==> src/rtl/fifo_irq_pkg.sv <==
package fifo_irq_pkg;
    localparam int NUM_BITS   = 7;
    localparam int ADDR_W     = 3;

    // status bit positions
    localparam int ST_TX_EMPTY = 0;
    localparam int ST_TX_OVF   = 1;
    localparam int ST_RX_UNF   = 2;
    localparam int ST_RX_OVF   = 3;
    localparam int ST_RX_ABOVE = 4;
    localparam int ST_CS_OFF   = 6;

    // clear register bit positions
    localparam int CL_ALL    = 0;
    localparam int CL_RX_UNF = 1;
    localparam int CL_RX_OVF = 2;
    localparam int CL_TX_OVF = 3;

    // latched event index
    localparam int NUM_EV  = 4;
    localparam int EV_TXO  = 0;
    localparam int EV_RXU  = 1;
    localparam int EV_RXO  = 2;
    localparam int EV_CS   = 3;

    typedef enum logic [ADDR_W-1:0] {
        A_MASK   = 3'd0,
        A_RAW    = 3'd1,
        A_MASKED = 3'd2,
        A_CLEAR  = 3'd3,
        A_THRESH = 3'd4
    } reg_addr_e;

    function automatic int ev_status_pos(input int ev);
        case (ev)
            EV_TXO:  return ST_TX_OVF;
            EV_RXU:  return ST_RX_UNF;
            EV_RXO:  return ST_RX_OVF;
            default: return ST_CS_OFF;
        endcase
    endfunction
endpackage

==> src/rtl/fifo_irq_evt_latch.sv <==
module fifo_irq_evt_latch (
    input  logic clk,
    input  logic rst_n,
    input  logic set_i,
    input  logic clr_i,
    output logic flag_o
);
    logic flag_d, flag_q;

    always_comb begin
        flag_d = flag_q;
        if (clr_i) flag_d = 1'b0;
        if (set_i) flag_d = 1'b1;   // event has priority over clear
    end

    always_ff @(posedge clk or negedge rst_n) begin
        if (!rst_n) flag_q <= 1'b0;
        else        flag_q <= flag_d;
    end

    assign flag_o = flag_q;
endmodule

==> src/rtl/fifo_irq_cfg_regs.sv <==
module fifo_irq_cfg_regs
    import fifo_irq_pkg::*;
#(
    parameter int LVL_W = 6,
    parameter int BUS_W = 7
) (
    input  logic                clk,
    input  logic                rst_n,
    input  logic                reg_wr,
    input  logic [ADDR_W-1:0]   reg_addr,
    input  logic [BUS_W-1:0]    reg_wdata,
    output logic [NUM_BITS-1:0] mask_o,
    output logic [LVL_W-1:0]    thr_o,
    output logic [NUM_EV-1:0]   clr_o
);
    typedef struct packed {
        logic [NUM_BITS-1:0] mask;
        logic [LVL_W-1:0]    thr;
    } cfg_t;

    cfg_t cfg_d, cfg_q;
    logic clr_wr;

    always_comb begin
        cfg_d  = cfg_q;
        clr_wr = 1'b0;
        if (reg_wr) begin
            case (reg_addr)
                A_MASK:   cfg_d.mask = reg_wdata[NUM_BITS-1:0];
                A_THRESH: cfg_d.thr  = reg_wdata[LVL_W-1:0];
                A_CLEAR:  clr_wr     = 1'b1;
                default:  ;
            endcase
        end
        clr_o         = '0;
        clr_o[EV_TXO] = clr_wr && (reg_wdata[CL_ALL] || reg_wdata[CL_TX_OVF]);
        clr_o[EV_RXU] = clr_wr && (reg_wdata[CL_ALL] || reg_wdata[CL_RX_UNF]);
        clr_o[EV_RXO] = clr_wr && (reg_wdata[CL_ALL] || reg_wdata[CL_RX_OVF]);
        clr_o[EV_CS]  = clr_wr &&  reg_wdata[CL_ALL];
    end

    always_ff @(posedge clk or negedge rst_n) begin
        if (!rst_n) cfg_q <= '0;
        else        cfg_q <= cfg_d;
    end

    assign mask_o = cfg_q.mask;
    assign thr_o  = cfg_q.thr;
endmodule

==> src/rtl/fifo_irq_level_src.sv <==
module fifo_irq_level_src #(
    parameter int LVL_W = 6
) (
    input  logic [LVL_W-1:0] tx_level,
    input  logic [LVL_W-1:0] rx_level,
    input  logic [LVL_W-1:0] thr,
    output logic             tx_empty_o,
    output logic             rx_above_o
);
    always_comb begin
        tx_empty_o = (tx_level == '0);
        rx_above_o = (rx_level > thr);   // strict comparison
    end
endmodule

==> src/rtl/fifo_irq_ctrl.sv <==
module fifo_irq_ctrl
    import fifo_irq_pkg::*;
#(
    parameter  int FIFO_DEPTH = 32,
    localparam int LVL_W = $clog2(FIFO_DEPTH + 1),
    localparam int BUS_W = (LVL_W > NUM_BITS) ? LVL_W : NUM_BITS
) (
    input  logic              clk,
    input  logic              rst_n,
    input  logic              reg_wr,
    input  logic [ADDR_W-1:0] reg_addr,
    input  logic [BUS_W-1:0]  reg_wdata,
    output logic [BUS_W-1:0]  reg_rdata,
    input  logic [LVL_W-1:0]  tx_level,
    input  logic [LVL_W-1:0]  rx_level,
    input  logic              ev_tx_ovf,
    input  logic              ev_rx_unf,
    input  logic              ev_rx_ovf,
    input  logic              ev_cs_inactive,
    output logic              irq
);
    logic [NUM_BITS-1:0] mask_q;
    logic [LVL_W-1:0]    thr_q;
    logic [NUM_EV-1:0]   ev_clr;
    logic [NUM_EV-1:0]   ev_set;
    logic [NUM_EV-1:0]   ev_flag;
    logic                tx_empty, rx_above;
    logic [NUM_BITS-1:0] raw_status;
    logic [NUM_BITS-1:0] masked_status;

    fifo_irq_cfg_regs #(.LVL_W(LVL_W), .BUS_W(BUS_W)) u_cfg (
        .clk       (clk),
        .rst_n     (rst_n),
        .reg_wr    (reg_wr),
        .reg_addr  (reg_addr),
        .reg_wdata (reg_wdata),
        .mask_o    (mask_q),
        .thr_o     (thr_q),
        .clr_o     (ev_clr)
    );

    fifo_irq_level_src #(.LVL_W(LVL_W)) u_lvl (
        .tx_level   (tx_level),
        .rx_level   (rx_level),
        .thr        (thr_q),
        .tx_empty_o (tx_empty),
        .rx_above_o (rx_above)
    );

    assign ev_set[EV_TXO] = ev_tx_ovf;
    assign ev_set[EV_RXU] = ev_rx_unf;
    assign ev_set[EV_RXO] = ev_rx_ovf;
    assign ev_set[EV_CS]  = ev_cs_inactive;

    for (genvar gi = 0; gi < NUM_EV; gi++) begin : g_latch
        fifo_irq_evt_latch u_latch (
            .clk    (clk),
            .rst_n  (rst_n),
            .set_i  (ev_set[gi]),
            .clr_i  (ev_clr[gi]),
            .flag_o (ev_flag[gi])
        );
    end

    always_comb begin
        raw_status              = '0;
        raw_status[ST_TX_EMPTY] = tx_empty;
        raw_status[ST_RX_ABOVE] = rx_above;
        for (int i = 0; i < NUM_EV; i++) begin
            raw_status[ev_status_pos(i)] = ev_flag[i];
        end
        masked_status = raw_status & mask_q;
        irq           = |masked_status;
    end

    always_comb begin
        reg_rdata = '0;
        case (reg_addr)
            A_MASK:   reg_rdata[NUM_BITS-1:0] = mask_q;
            A_RAW:    reg_rdata[NUM_BITS-1:0] = raw_status;
            A_MASKED: reg_rdata[NUM_BITS-1:0] = masked_status;
            A_THRESH: reg_rdata[LVL_W-1:0]    = thr_q;
            default:  reg_rdata = '0;
        endcase
    end
endmodule

==> config.mk <==
export PLATFORM = sky130hd
export DESIGN_NAME = fifo_irq_ctrl
export DESIGN_NICKNAME = d
export VERILOG_FILES = /design/src/rtl/fifo_irq_pkg.sv /design/src/rtl/fifo_irq_evt_latch.sv /design/src/rtl/fifo_irq_cfg_regs.sv /design/src/rtl/fifo_irq_level_src.sv /design/src/rtl/fifo_irq_ctrl.sv
export SDC_FILE = /design/constraint.sdc
export NUM_CORES = 1
export LEC_CHECK = 0
export ABC_AREA = 1
export BUFFER_PORTS_ARGS = -buffer_cell sky130_fd_sc_hd__buf_2
export CAP_MARGIN = 10
export CORE_ASPECT_RATIO = 1.1
export CORE_UTILIZATION = 35
export DETAILED_ROUTE_END_ITERATION = 8
export PLACE_DENSITY = 0.64
export SETUP_SLACK_MARGIN = 0.4
export SLEW_MARGIN = 0
export SYNTH_ARGS = -nofsm -noshare
export SYNTH_HDL_FRONTEND = slang
export SYNTH_HIERARCHICAL = 1
export SYNTH_SLANG_ARGS = --single-unit
==> constraint.sdc <==
create_clock -name clk -period 2.75 [get_ports clk]
set_input_delay 0.4125 -clock clk [delete_from_list [all_inputs] [get_ports clk]]
set_output_delay 0.4125 -clock clk [all_outputs]
set_load 0.05 [all_outputs]
* Word-level counts from Yosys, hierarchy flattened
Cells that the tools add are included.
** Operators by class
- Order comparisons :: 1
- Muxes and demuxes :: 12
- Reductions and logical operators :: 16
- Equality and inequality tests :: 4
- Bitwise logic cells :: 1
** Operators by type and width (number)
- $pmux 6 s4 :: 1
- $mux 1 :: 10
- $reduce_bool 2->1 :: 4
- $and 7x7->7 :: 1
- $reduce_or 7->1 :: 1
- $eq 3x2->1 const B :: 2
- $gt 6x6->1 :: 1
- $logic_not 6->1 :: 1
- $logic_and 1x1->1 :: 4
- $reduce_and 2->1 :: 2
- $eq 3x1->1 const B :: 1
- $eq 3x3->1 const B :: 1
- $logic_not 3->1 :: 1
- $logic_or 1x1->1 :: 3
- $pmux 1 s3 :: 1
** Word-level totals
- Bits of input ports :: 29
- Logic and storage cells :: 40
- Flip-flop bits (word level) :: 17

* Depth between registers and ports, before layout
- Depth after elaboration :: 6
- Mapped depth :: 15
- Gate-level depth less buffers :: 15

* By module
The synthesis kept the hierarchy.
** By module, submodules not included
- fifo_irq_cfg_regs :: area each 571.8 µm², cells each 69, times used 1
- fifo_irq_ctrl :: area each 435.4 µm², cells each 77, times used 1
- fifo_irq_level_src :: area each 191.4 µm², cells each 36, times used 1
- fifo_irq_evt_latch :: area each 40.0 µm², cells each 5, times used 4

* Worst setup path after synthesis
OpenSTA, ideal clock, no wires.
- Kind :: in2out
- Start :: input rx_level[5]
- End :: output reg_rdata[4]
- Setup slack :: 0.669 ns
- Buffers on the path :: 0
- Data required time :: 2.338 ns
- Stages :: 13
- Arrival time :: 1.669 ns
- Cells stage by stage :: ha_1 nand2_1 nor2_1 nand2_1 inv_1 nor2_1 nor2_1 nand2_1 inv_1 nand3_1 nand2_1 inv_1 nand2_1
** On the way
- Longest elaborated chain between the ends :: 3
** Ends and longest elaborated chain
- from (decl) :: RTL line fifo_irq_ctrl.sv:15 : input logic [LVL_W-1:0] rx_level,
- $gt 6x6->1 (*) :: RTL line fifo_irq_level_src.sv:12 : rx_above_o = (rx_level > thr);
- net rx_above :: RTL line fifo_irq_ctrl.sv:27 : logic tx_empty, rx_above;
- $and 7x7->7 :: RTL line fifo_irq_ctrl.sv:72 : masked_status = raw_status & mask_q;
- $pmux 6 s4 (*) :: RTL line fifo_irq_ctrl.sv:78 : case (reg_addr)
- to (decl) :: RTL line fifo_irq_ctrl.sv:13 : output logic [BUS_W-1:0] reg_rdata,
Mark *: on every way through the listed nets, which the timed path passes. The rest lies on a longest branch.

* Final worst setup path
- Start :: register u_cfg.cfg_q (netlist bit u_cfg/thr_o[4])
- End :: output reg_rdata[4]
** On the way
- Longest elaborated chain between the ends :: 3
** Ends and longest elaborated chain
- from (decl) :: RTL line fifo_irq_cfg_regs.sv:21 : cfg_t cfg_d, cfg_q;
- from (signal assigned) :: RTL line fifo_irq_cfg_regs.sv:44 : else cfg_q <= cfg_d;
- $gt 6x6->1 (*) :: RTL line fifo_irq_level_src.sv:12
- net rx_above :: RTL line fifo_irq_ctrl.sv:27
- $and 7x7->7 :: RTL line fifo_irq_ctrl.sv:72
- $pmux 6 s4 (*) :: RTL line fifo_irq_ctrl.sv:78
Marks and branches as above.

==> summary.md <==
| Metric | Value |
|---|---|
| Clock tree buffer depth | 2 |
| Part of the power in combinational logic | 0.395 |
| Synth top area share | 0.313 |
| Number of antenna diodes | 0 |
| Combined area of the multi-input logic cells | between 700 and 800 um2 |
| Count of TritonRoute iterations in the first routing pass | 4 |
| Post-route ant nets | 0 |
| Number of DRC violations after detailed-routing iteration 0 | 35 |
| Sw Pwr | approximately 310 uW |
| Overall power of the completed layout | roughly 830 uW |
| Final hold violation count | 0 |
| Power share of the sequential group | 0.389 |
| FMAX | approximately 420 MHz |
| Final setup vio count | 0 |
| Effective utilization at floorplan | 0.369 |
| Synthesis-to-layout area growth | 23.2% |
| Total congestion overflow | 0 |
| Worst relative slew slack | 0.751 |
| Cell Area, Synth | between 0.001 and 0.0015 mm2 |
| Vias per Instance | approximately 4.5 |
| Post-synthesis cell count | between 200 and 250 |
| Clock sinks | 17 |
| Clock tree from TritonCTS | yes |
| Routed WL | ~3100 um |
| Layout cells sized above 1 | 0.267 |
| Final HPWL DP | 2410 um |
| Standard cell core area | between 0.003 and 0.004 mm2 |
| Vias in the first global route | between 1k and 1.5k |
| Critical path fanouts, max | 3 |
| Fraction of power consumed by the clock network | 0.216 |
| Height of the chip | between 60 and 70 um |
| Peak supply drop | ~300 uV |
| CP Launch Type | flop |
| Worst setup path class | reg -> out |
| Required time worst endpoint | ~2.3 ns |
| Clock skew | 0 ns |
| Number of storage elements in the synthesis netlist | 17 |
| Pwr Density | roughly 490 mW/mm2 |
| # IOs | 37 |
| Cell type with the largest total area after synthesis | dfrtp_1 |
| Max_cap viols | 0 |
| Count of synthesis-stage warnings from yosys | 6 |
| Post-detailed-route wirelength per cell | between 10 and 15 um |
| Transition at the pin with the smallest max-transition slack | 0.374 ns |
| Unrepaired setup endpoints after global routing | yes |
| Clock buffer count from CTS | 3 |
| Chip width | a little over 60 um |
| Cell Rows | 23 |
| Overall die area | between 0.004 and 0.005 mm2 |
| Switching portion of total power | 0.375 |
| # port buffers | 36 |
| Average cell area after synthesis | approximately 6.7 um2 |
| Filler cell count in the final layout | approximately 430 |
| GPL Wtd Cong | 0.768 |
| Hold buffer count at cts | 0 |
| Sequential area share after synthesis | 0.313 |
| Via count | 1330 |
| H-tree levels | 1 |
| Hold/Removal Path Class | in -> async |
| Cell at the root of the clock tree | clkbuf_8 |
| Cell variety after synth | 17 |
| Arrival time of the worst setup path | between 1.5 and 2 ns |
| Total GRT Usage | 0.171 |
| Total Nets Final | between 200 and 300 |
| Crit share post-route | 0.857 |
| Status | completed |
| Wire length of the first global-routing pass | 5250 um |
| TNS Setup | 0 ns |
| Power Internal | 517 uW |
| Final worst path period need | about 2.4 ns |
| Largest net degree at the start of global routing | 18 |
| Syn Nets | around 240 |
| Number of remaining DRC errors | 0 |
| Antenna violations before repair | 0 |
| Critical Path Sink Type | primary output |
| Pins over their slew limit | 0 |
| Register clock-pin slew on the reported worst setup and hold paths | about 0.06 ns |
| Leading cell types by total area after synthesis | dfrtp_1 (31%), nand2_1 (20%), inv_1 (10%) |
| Static leakage power | roughly 0.001 uW |
| Worst-Skew Late Latency | about 0.24 ns |
| Area used by sequential logic in the layout | 425 um2 |
[final cells by class]
class	count	share of cell area
multi-input cells	139	0.446
flip-flops and latches	17	0.254
repair buffers	43	0.144
inverters	40	0.0912
well taps	50	0.0374
clock buffers	4	0.0269
[worst paths after layout]
path,from,endpoint,slack (ns),depth (start not counted)
setup / recovery,u_cfg/thr_o[4],reg_rdata[4],0.39,14
hold / removal,rst_n,u_cfg/mask_o[6],0.08,1
setup reg to reg,u_cfg/thr_o[3],u_cfg/thr_o[3],1.88,4
hold reg to reg,u_cfg/mask_o[5],u_cfg/mask_o[5],0.49,2
max in group asynchronous,rst_n,u_cfg/thr_o[4],2.41,1
min in group clk,ev_rx_unf,g_latch[1].u_latch/flag_o,0.34,3
[power groups by stage]
stage               Sequential (uW)  Combinational, uW  Clock, uW
floorplan                       318                203          0
global placement                330                257          0
detailed placement              331                263          0
CTS                             321                298        189
global route                    325                364        197
finish                          321                327        179
[synth_stat cells]
library cell	number
dfrtp_1	17
nor2_4	3
a21oi_1	1
inv_4	1
nor2_1	12
nand4_1	7
nand3_2	7
buf_4	2
nor3_1	3
nor2_8	1
inv_2	1
ha_1	6
inv_1	38
nand2_1	73
nand3_1	26
buf_6	3
buf_12	1
[through the flow]
step / cells / utilization / instance area (um2) / hold WS, ns / setup WS [ns]
2_1_floorplan: 202 / - / 1360 / 0.117 / 0.669
3_3_place_gp: 282 / 0.416 / 1530 / 0.350 / 0.517
3_5_place_dp: 282 / 0.416 / 1530 / 0.353 / 0.438
4_1_cts: 291 / 0.444 / 1630 / 0.0800 / 0.383
5_1_grt: 293 / 0.454 / 1670 / 0.108 / 0.286
6_report: 293 / 0.454 / 1670 / 0.0763 / 0.394
[state kept, by name (all words and copies together), names as in the netlist]
| signal | flops |
|---|---|
| u_cfg/mask_o | 7 |
| u_cfg/thr_o | 6 |
| g_latch.u_latch/flag_o | 4 |
[timing repair]
item,4_1_cts,5_1_grt
endpoints found under the setup margin,2,2
buffers inserted,5,2
gates resized for setup,4,7
pin swaps,2,8
[layer usage]
metal / track usage / vias to the layer above / share of wire
met1: 0.239 / 587 / 0.50
met4: 0.0667 / 0 / 0.0080
met5: 0 / - / 0
met3: 0.00766 / 2 / 0.045
li1: - / 705 / -
met2: 0.277 / 36 / 0.44
[worst max-delay path, stage by stage, from the launching register on]
cell     delay, ns
dfrtp_1       0.36
inv_1         0.05
ha_1          0.31
nand2_4       0.06
nor2_2        0.10
nand2_1       0.06
inv_1         0.05
nor2_1        0.03
nor2_1        0.13
buf_4         0.13
nand4_1       0.08
nand2_1       0.08
inv_1         0.04
nand2_1       0.07
buf_6         0.15
[kinds of logic after synthesis]
kind of cell,synth area share
AND/OR/NAND/NOR,0.465
buffers and inverters,0.163
flip-flops,0.313
adder cells (fa/ha/maj),0.0552
AO/OA/AOI/OAI,0.00368
[layout by cell type, fill, tap and decap left out]
cell,Yosys,layout
inv_4,1,1
nor2_4,3,3
ha_4,0,2
nand3_1,26,26
nor2_2,0,1
buf_6,3,1
dfrtp_1,17,17
ha_1,6,4
inv_2,1,3
nand2_4,0,1
a21oi_1,1,1
nor3_1,3,3
nor2_1,12,11
clkbuf_8,0,3
buf_4,2,8
clkbuf_1,0,1
buf_2,0,34
inv_1,38,36
nand3_2,7,7
nand4_1,7,7
nor2_8,1,1
nand2_1,73,72
No activity file was read; power rests on OpenSTA's default activity.
